`config.mk`:
```
export PLATFORM = sky130hd
export DESIGN_NAME = qpsram_engine
export DESIGN_NICKNAME = d
export VERILOG_FILES = /design/src/rtl/qpsram_pkg.sv /design/src/rtl/qpsram_clkgen.sv /design/src/rtl/qpsram_shift.sv /design/src/rtl/qpsram_seq.sv /design/src/rtl/qpsram_engine.sv
export SDC_FILE = /design/constraint.sdc
export NUM_CORES = 1
export LEC_CHECK = 0
export BUFFER_PORTS_ARGS = -buffer_cell sky130_fd_sc_hd__buf_2
export CAP_MARGIN = 20
export CORE_UTILIZATION = 45
export DETAILED_ROUTE_END_ITERATION = 10
export PLACE_DENSITY = 0.78
export SYNTH_ARGS = -nofsm -noshare
export SYNTH_HDL_FRONTEND = slang
export SYNTH_SLANG_ARGS = --single-unit
```
`constraint.sdc`:
```
create_clock -name clk -period 2.56 [get_ports clk]
set_input_delay 0.512 -clock clk [delete_from_list [all_inputs] [get_ports clk]]
set_output_delay 0.512 -clock clk [all_outputs]
set_load 0.01 [all_outputs]
```
`src/rtl/qpsram_pkg.sv`:
```
package qpsram_pkg;

  typedef enum logic [1:0] {
    OP_READ  = 2'd0,
    OP_WRITE = 2'd1,
    OP_WRAP  = 2'd2,
    OP_UNDEF = 2'd3
  } op_e;

  typedef enum logic [2:0] {
    ST_IDLE,
    ST_CMD,
    ST_ADDR,
    ST_DUMMY,
    ST_DATA,
    ST_HOLD,
    ST_RESP
  } st_e;

  localparam logic [7:0] OPC_QREAD  = 8'hEB;
  localparam logic [7:0] OPC_QWRITE = 8'h38;
  localparam logic [7:0] OPC_WRAP   = 8'hC0;
  localparam int         BASE_DUMMY = 5;
  localparam int         CMD_BEATS  = 2;

endpackage

```
`src/rtl/qpsram_clkgen.sv`:
```
module qpsram_clkgen #(
  parameter int RATIO_W = 3
) (
  input  logic               clk,
  input  logic               rst_n,
  input  logic               run,
  input  logic [RATIO_W-1:0] ratio,
  output logic               sclk,
  output logic               beat
);
  logic [RATIO_W-1:0] cnt_q, cnt_d, per_cnt, hi_cnt;
  logic               bypass, cnt_en;

  always_comb begin
    bypass  = (ratio <= RATIO_W'(1));
    per_cnt = ratio - RATIO_W'(1);
    hi_cnt  = (ratio >> 1) - RATIO_W'(1);
    cnt_en  = run | (cnt_q != '0);
    if (!run || bypass || cnt_q == per_cnt) cnt_d = '0;
    else                                    cnt_d = cnt_q + RATIO_W'(1);
    beat = run & (bypass | (cnt_q == hi_cnt));
    sclk = run & (bypass ? clk : (cnt_q <= hi_cnt));
  end

  always_ff @(posedge clk or negedge rst_n) begin
    if (!rst_n)      cnt_q <= '0;
    else if (cnt_en) cnt_q <= cnt_d;
  end
endmodule

```
`src/rtl/qpsram_shift.sv`:
```
module qpsram_shift #(
  parameter int SH_W   = 32,
  parameter int DATA_W = 32
) (
  input  logic              clk,
  input  logic              rst_n,
  input  logic              load_hdr,
  input  logic [SH_W-1:0]   hdr,
  input  logic              load_wd,
  input  logic [DATA_W-1:0] wdata,
  input  logic              shift_out,
  input  logic              shift_in,
  input  logic [3:0]        dq_i,
  output logic [3:0]        dq_o,
  output logic [DATA_W-1:0] rdata
);
  logic [SH_W-1:0]   osh_q, osh_d;
  logic [DATA_W-1:0] ish_q, ish_d;
  logic              osh_en;

  always_comb begin
    osh_en = load_hdr | load_wd | shift_out;
    if (load_wd)       osh_d = SH_W'(wdata) << (SH_W - DATA_W);
    else if (load_hdr) osh_d = hdr;
    else               osh_d = osh_q << 4;
    ish_d = {ish_q[DATA_W-5:0], dq_i};
    dq_o  = osh_q[SH_W-1 -: 4];
    rdata = ish_q;
  end

  always_ff @(posedge clk or negedge rst_n) begin
    if (!rst_n)      osh_q <= '0;
    else if (osh_en) osh_q <= osh_d;
  end

  always_ff @(posedge clk or negedge rst_n) begin
    if (!rst_n)        ish_q <= '0;
    else if (shift_in) ish_q <= ish_d;
  end
endmodule

```
`src/rtl/qpsram_seq.sv`:
```
module qpsram_seq
  import qpsram_pkg::*;
#(
  parameter int ADDR_W  = 24,
  parameter int DATA_W  = 32,
  parameter int RATIO_W = 3,
  parameter int EXTRA_W = 3,
  parameter int SH_W    = 32
) (
  input  logic               clk,
  input  logic               rst_n,
  input  logic               req_valid,
  input  logic [1:0]         req_op,
  input  logic [ADDR_W-1:0]  req_addr,
  input  logic [DATA_W-1:0]  req_wdata,
  input  logic [RATIO_W-1:0] cfg_ratio,
  input  logic [EXTRA_W-1:0] cfg_extra,
  input  logic               cfg_legacy,
  input  logic               beat,
  output logic               req_ready,
  output logic               resp_valid,
  output logic               resp_err,
  output logic               run,
  output logic               cs_act,
  output logic               oe,
  output logic               load_hdr,
  output logic [SH_W-1:0]    hdr,
  output logic               load_wd,
  output logic               shift_out,
  output logic               shift_in,
  output logic [RATIO_W-1:0] ratio_q
);
  localparam int ADDR_BEATS = ADDR_W / 4;
  localparam int DATA_BEATS = DATA_W / 4;
  localparam int MAX_DUMMY  = BASE_DUMMY + (1 << EXTRA_W) - 1;
  localparam int PH_MAX_AD  = (ADDR_BEATS > DATA_BEATS) ? ADDR_BEATS : DATA_BEATS;
  localparam int PH_MAX     = (MAX_DUMMY > PH_MAX_AD) ? MAX_DUMMY : PH_MAX_AD;
  localparam int PH_W       = $clog2(PH_MAX + 1);

  st_e                st_q, st_d;
  op_e                op_q, op_d;
  logic [PH_W-1:0]    ph_q, ph_d, ph_last, dummy_last, hold_last;
  logic               err_q, err_d, wrap32_q, wrap32_d, tgt_q;
  logic [EXTRA_W-1:0] extra_q;
  logic               legacy_q, accept, phase_end, w0, w32;
  logic [7:0]         opc;

  always_comb begin
    accept     = (st_q == ST_IDLE) & req_valid;
    w0         = (req_wdata == '0);
    w32        = (req_wdata == DATA_W'(32));
    dummy_last = PH_W'(BASE_DUMMY - 1) + PH_W'(extra_q);
    hold_last  = legacy_q ? PH_W'(1) : PH_W'(0);
    case (st_q)
      ST_CMD:   ph_last = PH_W'(CMD_BEATS - 1);
      ST_ADDR:  ph_last = PH_W'(ADDR_BEATS - 1);
      ST_DUMMY: ph_last = dummy_last;
      ST_DATA:  ph_last = PH_W'(DATA_BEATS - 1);
      default:  ph_last = '0;
    endcase
    phase_end = beat & (ph_q == ph_last);
    case (op_e'(req_op))
      OP_READ:  opc = OPC_QREAD;
      OP_WRITE: opc = OPC_QWRITE;
      default:  opc = OPC_WRAP;
    endcase
    hdr = (op_e'(req_op) == OP_WRAP) ? (SH_W'({opc, {ADDR_W{1'b0}}}) << (SH_W - 8 - ADDR_W))
                                     : (SH_W'({opc, req_addr}) << (SH_W - 8 - ADDR_W));
  end

  always_comb begin
    st_d     = st_q;
    op_d     = op_q;
    ph_d     = ph_q;
    err_d    = err_q;
    wrap32_d = wrap32_q;
    load_hdr = 1'b0;
    load_wd  = 1'b0;
    if (beat) ph_d = phase_end ? '0 : ph_q + PH_W'(1);
    case (st_q)
      ST_IDLE: if (accept) begin
        op_d  = op_e'(req_op);
        ph_d  = '0;
        err_d = 1'b0;
        case (op_e'(req_op))
          OP_READ, OP_WRITE: begin st_d = ST_CMD; load_hdr = 1'b1; end
          OP_WRAP: begin
            if (!(w0 | w32))          begin st_d = ST_RESP; err_d = 1'b1; end
            else if (w32 == wrap32_q) st_d = ST_RESP;
            else                      begin st_d = ST_CMD; load_hdr = 1'b1; end
          end
          default: begin st_d = ST_RESP; err_d = 1'b1; end
        endcase
      end
      ST_CMD:   if (phase_end) st_d = (op_q == OP_WRAP) ? ST_HOLD : ST_ADDR;
      ST_ADDR:  if (phase_end) begin
        st_d    = (op_q == OP_READ) ? ST_DUMMY : ST_DATA;
        load_wd = (op_q != OP_READ);
      end
      ST_DUMMY: if (phase_end) st_d = ST_DATA;
      ST_DATA:  if (phase_end) st_d = ST_HOLD;
      ST_HOLD: begin
        if (ph_q == hold_last) begin
          st_d = ST_RESP;
          ph_d = '0;
          if (op_q == OP_WRAP) wrap32_d = tgt_q;
        end else begin
          ph_d = ph_q + PH_W'(1);
        end
      end
      ST_RESP:  st_d = ST_IDLE;
      default:  st_d = ST_IDLE;
    endcase
  end

  always_comb begin
    run        = (st_q == ST_CMD) | (st_q == ST_ADDR) | (st_q == ST_DUMMY) | (st_q == ST_DATA);
    cs_act     = run | (st_q == ST_HOLD);
    oe         = (st_q == ST_CMD) | (st_q == ST_ADDR) | ((st_q == ST_DATA) & (op_q == OP_WRITE));
    shift_out  = beat & oe;
    shift_in   = beat & (st_q == ST_DATA) & (op_q == OP_READ);
    req_ready  = (st_q == ST_IDLE);
    resp_valid = (st_q == ST_RESP);
    resp_err   = err_q;
  end

  always_ff @(posedge clk or negedge rst_n) begin
    if (!rst_n) begin
      st_q     <= ST_IDLE;
      op_q     <= OP_READ;
      ph_q     <= '0;
      err_q    <= 1'b0;
      wrap32_q <= 1'b0;
    end else begin
      st_q     <= st_d;
      op_q     <= op_d;
      ph_q     <= ph_d;
      err_q    <= err_d;
      wrap32_q <= wrap32_d;
    end
  end

  always_ff @(posedge clk or negedge rst_n) begin
    if (!rst_n) begin
      ratio_q  <= '0;
      extra_q  <= '0;
      legacy_q <= 1'b0;
      tgt_q    <= 1'b0;
    end else if (accept) begin
      ratio_q  <= cfg_ratio;
      extra_q  <= cfg_extra;
      legacy_q <= cfg_legacy;
      tgt_q    <= w32;
    end
  end
endmodule

```
`src/rtl/qpsram_engine.sv`:
```
module qpsram_engine #(
  parameter int ADDR_W  = 24,
  parameter int DATA_W  = 32,
  parameter int RATIO_W = 3,
  parameter int EXTRA_W = 3
) (
  input  logic               clk,
  input  logic               rst_n,
  input  logic               req_valid,
  output logic               req_ready,
  input  logic [1:0]         req_op,
  input  logic [ADDR_W-1:0]  req_addr,
  input  logic [DATA_W-1:0]  req_wdata,
  output logic               resp_valid,
  output logic               resp_err,
  output logic [DATA_W-1:0]  resp_rdata,
  input  logic [RATIO_W-1:0] cfg_ratio,
  input  logic [EXTRA_W-1:0] cfg_extra_dummy,
  input  logic               cfg_legacy_hold,
  output logic               sclk,
  output logic [1:0]         cs_n,
  output logic [3:0]         dq_o,
  output logic               dq_oe,
  input  logic [3:0]         dq_i
);
  localparam int HDR_W = 8 + ADDR_W;
  localparam int SH_W  = (DATA_W > HDR_W) ? DATA_W : HDR_W;

  logic [1:0]         rs_q;
  logic               rst_ni, run, cs_act, beat, load_hdr, load_wd, shift_out, shift_in;
  logic [SH_W-1:0]    hdr;
  logic [RATIO_W-1:0] ratio_q;

  // asynchronous assertion, synchronous release
  always_ff @(posedge clk or negedge rst_n) begin
    if (!rst_n) rs_q <= 2'b00;
    else        rs_q <= {rs_q[0], 1'b1};
  end
  assign rst_ni = rs_q[1];

  qpsram_seq #(
    .ADDR_W(ADDR_W), .DATA_W(DATA_W), .RATIO_W(RATIO_W), .EXTRA_W(EXTRA_W), .SH_W(SH_W)
  ) u_seq (
    .clk(clk), .rst_n(rst_ni), .req_valid(req_valid), .req_op(req_op),
    .req_addr(req_addr), .req_wdata(req_wdata), .cfg_ratio(cfg_ratio),
    .cfg_extra(cfg_extra_dummy), .cfg_legacy(cfg_legacy_hold), .beat(beat),
    .req_ready(req_ready), .resp_valid(resp_valid), .resp_err(resp_err),
    .run(run), .cs_act(cs_act), .oe(dq_oe), .load_hdr(load_hdr), .hdr(hdr),
    .load_wd(load_wd), .shift_out(shift_out), .shift_in(shift_in), .ratio_q(ratio_q)
  );

  qpsram_clkgen #(.RATIO_W(RATIO_W)) u_clk (
    .clk(clk), .rst_n(rst_ni), .run(run), .ratio(ratio_q), .sclk(sclk), .beat(beat)
  );

  qpsram_shift #(.SH_W(SH_W), .DATA_W(DATA_W)) u_shift (
    .clk(clk), .rst_n(rst_ni), .load_hdr(load_hdr), .hdr(hdr), .load_wd(load_wd),
    .wdata(req_wdata), .shift_out(shift_out), .shift_in(shift_in), .dq_i(dq_i),
    .dq_o(dq_o), .rdata(resp_rdata)
  );

  assign cs_n = {~cs_act, 1'b1};
endmodule

```
==> flow_metrics.py <==
metrics = {
    "outcome": {
        "outcome": "complete, no violations",
    },
    "critical_path": {
        "path_cells": "inv_2, ha_4, ha_4, nor2b_4, o21ai_1, nand2b_1, a221oi_2, buf_2",
        "critPathCaptureType": "output port",
        "crit_buf_inv": 2,
        "path_delay_family": "adder cells",
        "crit_top_cell": "ha_4",
        "critPathArrivalTime_ns": 1.97,
        "r2r_end": "u_seq.st_q[1]",
        "crit_type": "reg2out",
        "r2r-start": "u_seq.st_q[0]",
        "reg2reg_setup_slack_ns": 0.13,
        "cp_slowest_cell": "dfrtp_1",
        "cp-start-kind": "register",
        "crit_path_max_fanout": 3,
        "reg2regPathDepth": 7,
        "required_ns": 2.05,
        "max_stage_delay_ns": 0.40,
    },
    "power": {
        "max-vdd-ir-drop_uv": 524,
        "power_leakage_nw": 2.72,
        "p_total_mw": 6.43,
        "powerDensity_nw_per_um2": 1140,
    },
    "detailed_routing": {
        "routedWlPerCell_um": 16.1,
        "num_vias": 3892,
        "top_layer_used": "met4",
        "wl_met1_mm": 4.62,
        "met2_length_mm": 5.46,
        "drtAntennaViolNets": 0,
        "routed_wl_mm": 11.1,
        "route.met3.wl_um": 750,
        "drc_errors": 0,
        "drt-pass1-iter-count": 4,
        "viasPerCell": 5.66,
        "initialDrtViolationCount": 263,
    },
    "placement": {
        "numPortBuffers": 113,
        "dp_hpwl_mm": 8.11,
        "placed_cell_area_um2": 5310,
        "place.gp.congestion": 0.892,
    },
    "synthesis": {
        "yosysTopAreaCell": "dfrtp_1",
        "synth-edff-count": 0,
        "yosysSeqAreaShare_pct": 48.6,
        "syn_area_um2": 4540,
        "synthFlopType": "dfrtp_1",
        "synth_cell_types": 60,
        "ys_seq_elements": 88,
        "avgSynthCellArea_um2": 10.5,
        "yosys_warnings": 0,
        "synth_top_area_share_pct": 48.6,
        "synth_most_common_cell": "dfrtp_1",
        "synthArstFlopShare_pct": 100,
        "synthTopCellsByCount": "88 x dfrtp_1, 43 x mux2_2, 33 x nand2_1, 33 x nor2_1, 33 x o21ai_0",
        "syn_inst": 431,
        "ys_top_cells_by_area": "dfrtp_1 49%, mux2_2 11%, a22oi_1 3.8%",
    },
    "grt": {
        "track_usage_pct": 22.0,
        "grt_max_degree": 39,
        "grt_overflow_total": 0,
        "grt_pass1_vias": 3715,
        "grt_pass1_wl_mm": 17.7,
        "antenna_found_initial": 0,
    },
    "final_layout": {
        "multi_input_area_um2": 2180,
        "final_nets": 631,
        "ff_latch_area_um2": 2210,
        "area_delta_synth_final_pct": 24.3,
        "n_antenna_cell": 0,
        "fin_area_um2": 5640,
        "fillCellCount": 842,
        "drive_gt1_share_pct": 39.6,
    },
    "floorplanning": {
        "io_pins": 115,
        "rows": 36,
        "core_area_um2": 9770,
        "die_h_um": 102,
        "initial_core_util_pct": 46.4,
        "dieWidth_um": 102,
        "dieArea_um2": 10500,
    },
    "run": {
        "cap_violations": 0,
    },
    "clocking": {
        "root_buffer": "clkbuf_8",
        "path_clk_slew_ns": 0.09,
        "insertion_delay_ns": 0.36,
        "tritoncts": "yes",
        "htreeDepth": 3,
        "cts_buffers": 9,
        "clk_path_buf_depth": 2,
    },
    "sta": {
        "slew_violations": 0,
        "hold_viol": 0,
        "fmax_mhz": 402,
        "skew_ns": 0.00991,
        "setup_viol": 0,
        "fin_crit_sh_pct": 97.1,
        "whs_ns": 0.292,
        "worst_pin_slew_ns": 0.605,
        "relSlewSlack_pct": 59.3,
        "period_minus_slack_ns": 2.49,
    },
    "hold_path": {
        "hold_class": "reg2async",
    },
}
metal layers:
layer	up-vias	global-route usage, %
met5	-	0
met2	145	34.2
met3	25	5.27
met4	0	9.23
li1	1795	-
met1	1927	29.4
per-stage QoR:
stage	setup TNS, ns	setup WS, ns	utilization (%)	instances
6_report	0	0.0742	57.7	688
5_1_grt	-0.00525	-0.00525	57.7	688
4_1_cts	0	0.0276	57.3	686
3_5_place_dp	-0.485	-0.0928	54.3	667
3_3_place_gp	0	0.0378	54.3	667
2_1_floorplan	0	0.303	-	432
cell type report:
cell class / instances / share of cell area, %
Tap cell: 133 / 2.95
Multi-Input combinational cell: 300 / 38.7
Sequential cell: 88 / 39.1
Inverter: 14 / 0.932
Clock inverter: 8 / 1.82
Timing Repair Buffer: 135 / 14.2
Clock buffer: 10 / 2.29
worst max path at each step:
stage          cells past startpoint          endpoint        startpoint
2_1_floorplan                      8  u_shift.osh_q[0]     req_wdata[13]
3_3_place_gp                       8  u_shift.osh_q[3]     req_wdata[13]
3_5_place_dp                       8  u_shift.osh_q[2]     req_wdata[13]
4_1_cts                            8              sclk  u_seq.ratio_q[1]
5_1_grt                            8              sclk  u_seq.ratio_q[1]
6_report                           8              sclk  u_seq.ratio_q[1]
what timing repair did:
item,4_1_cts,5_1_grt
pin swaps,1,3
hold buffers,1,0
hold endpoints to repair,2,0
endpoints found under the setup margin,1,12
setup buffers,2,2
resized for setup,7,7
registers in the layout, summed over array words and instances (netlist names):
signal and cells:
u_seq.wrap32_q 1, u_seq.op_q 2, u_seq.extra_q 3, u_shift.osh_q 32, u_seq.ratio_q 3, u_seq.st_q 3, u_seq.resp_err 1, u_clk.cnt_q 3
u_seq.tgt_q 1, u_seq.legacy_q 1, u_seq.ph_q 4, u_shift.rdata 32, rs_q 2
worst register-to-register path, cell delays in order, from the launching register on:
cell and delay (ns):
dfrtp_1 0.51, or3b_4 0.44, and3_4 0.19, a311oi_4 0.26
o211ai_4 0.21, o211a_1 0.27, a21oi_2 0.14, mux2_1 0.33
kinds of logic after synthesis:
group                      count (synthesis)  synth area share (%)
other                                      1                0.0827
xor gates and xnor gates                   9                  1.74
DFF                                       88                  48.6
adders and majority gates                  9                  2.48
AOI/OAI and AO/OA                        126                  19.2
and+or+nand+nor                          109                  11.9
buffers and inverters                     44                  4.94
muxes                                     45                  11.1
report_power, final:
group	internal (mW)	switching [mW]	total [mW]
logic	1.41	1.63	3.04
clock network	0.594	0.557	1.15
registers	1.86	0.375	2.24
total	3.86	2.57	6.43
placed cells by master, fill, tap and decap left out, drive strengths merged, types with 3 or more instances in the layout:
master  count
a21o        5
a21oi      34
a22oi      23
a31oi       3
buf       135
clkbuf      9
dfrtp      88
ha          9
inv        18
mux2       44
nand2      33
nand3       7
nor2       34
nor2b       3
nor3        5
nor3b       3
nor4        9
o21ai      35
o31ai       5
xnor2       4
xor2        5
(Power assumes the default switching activity.)
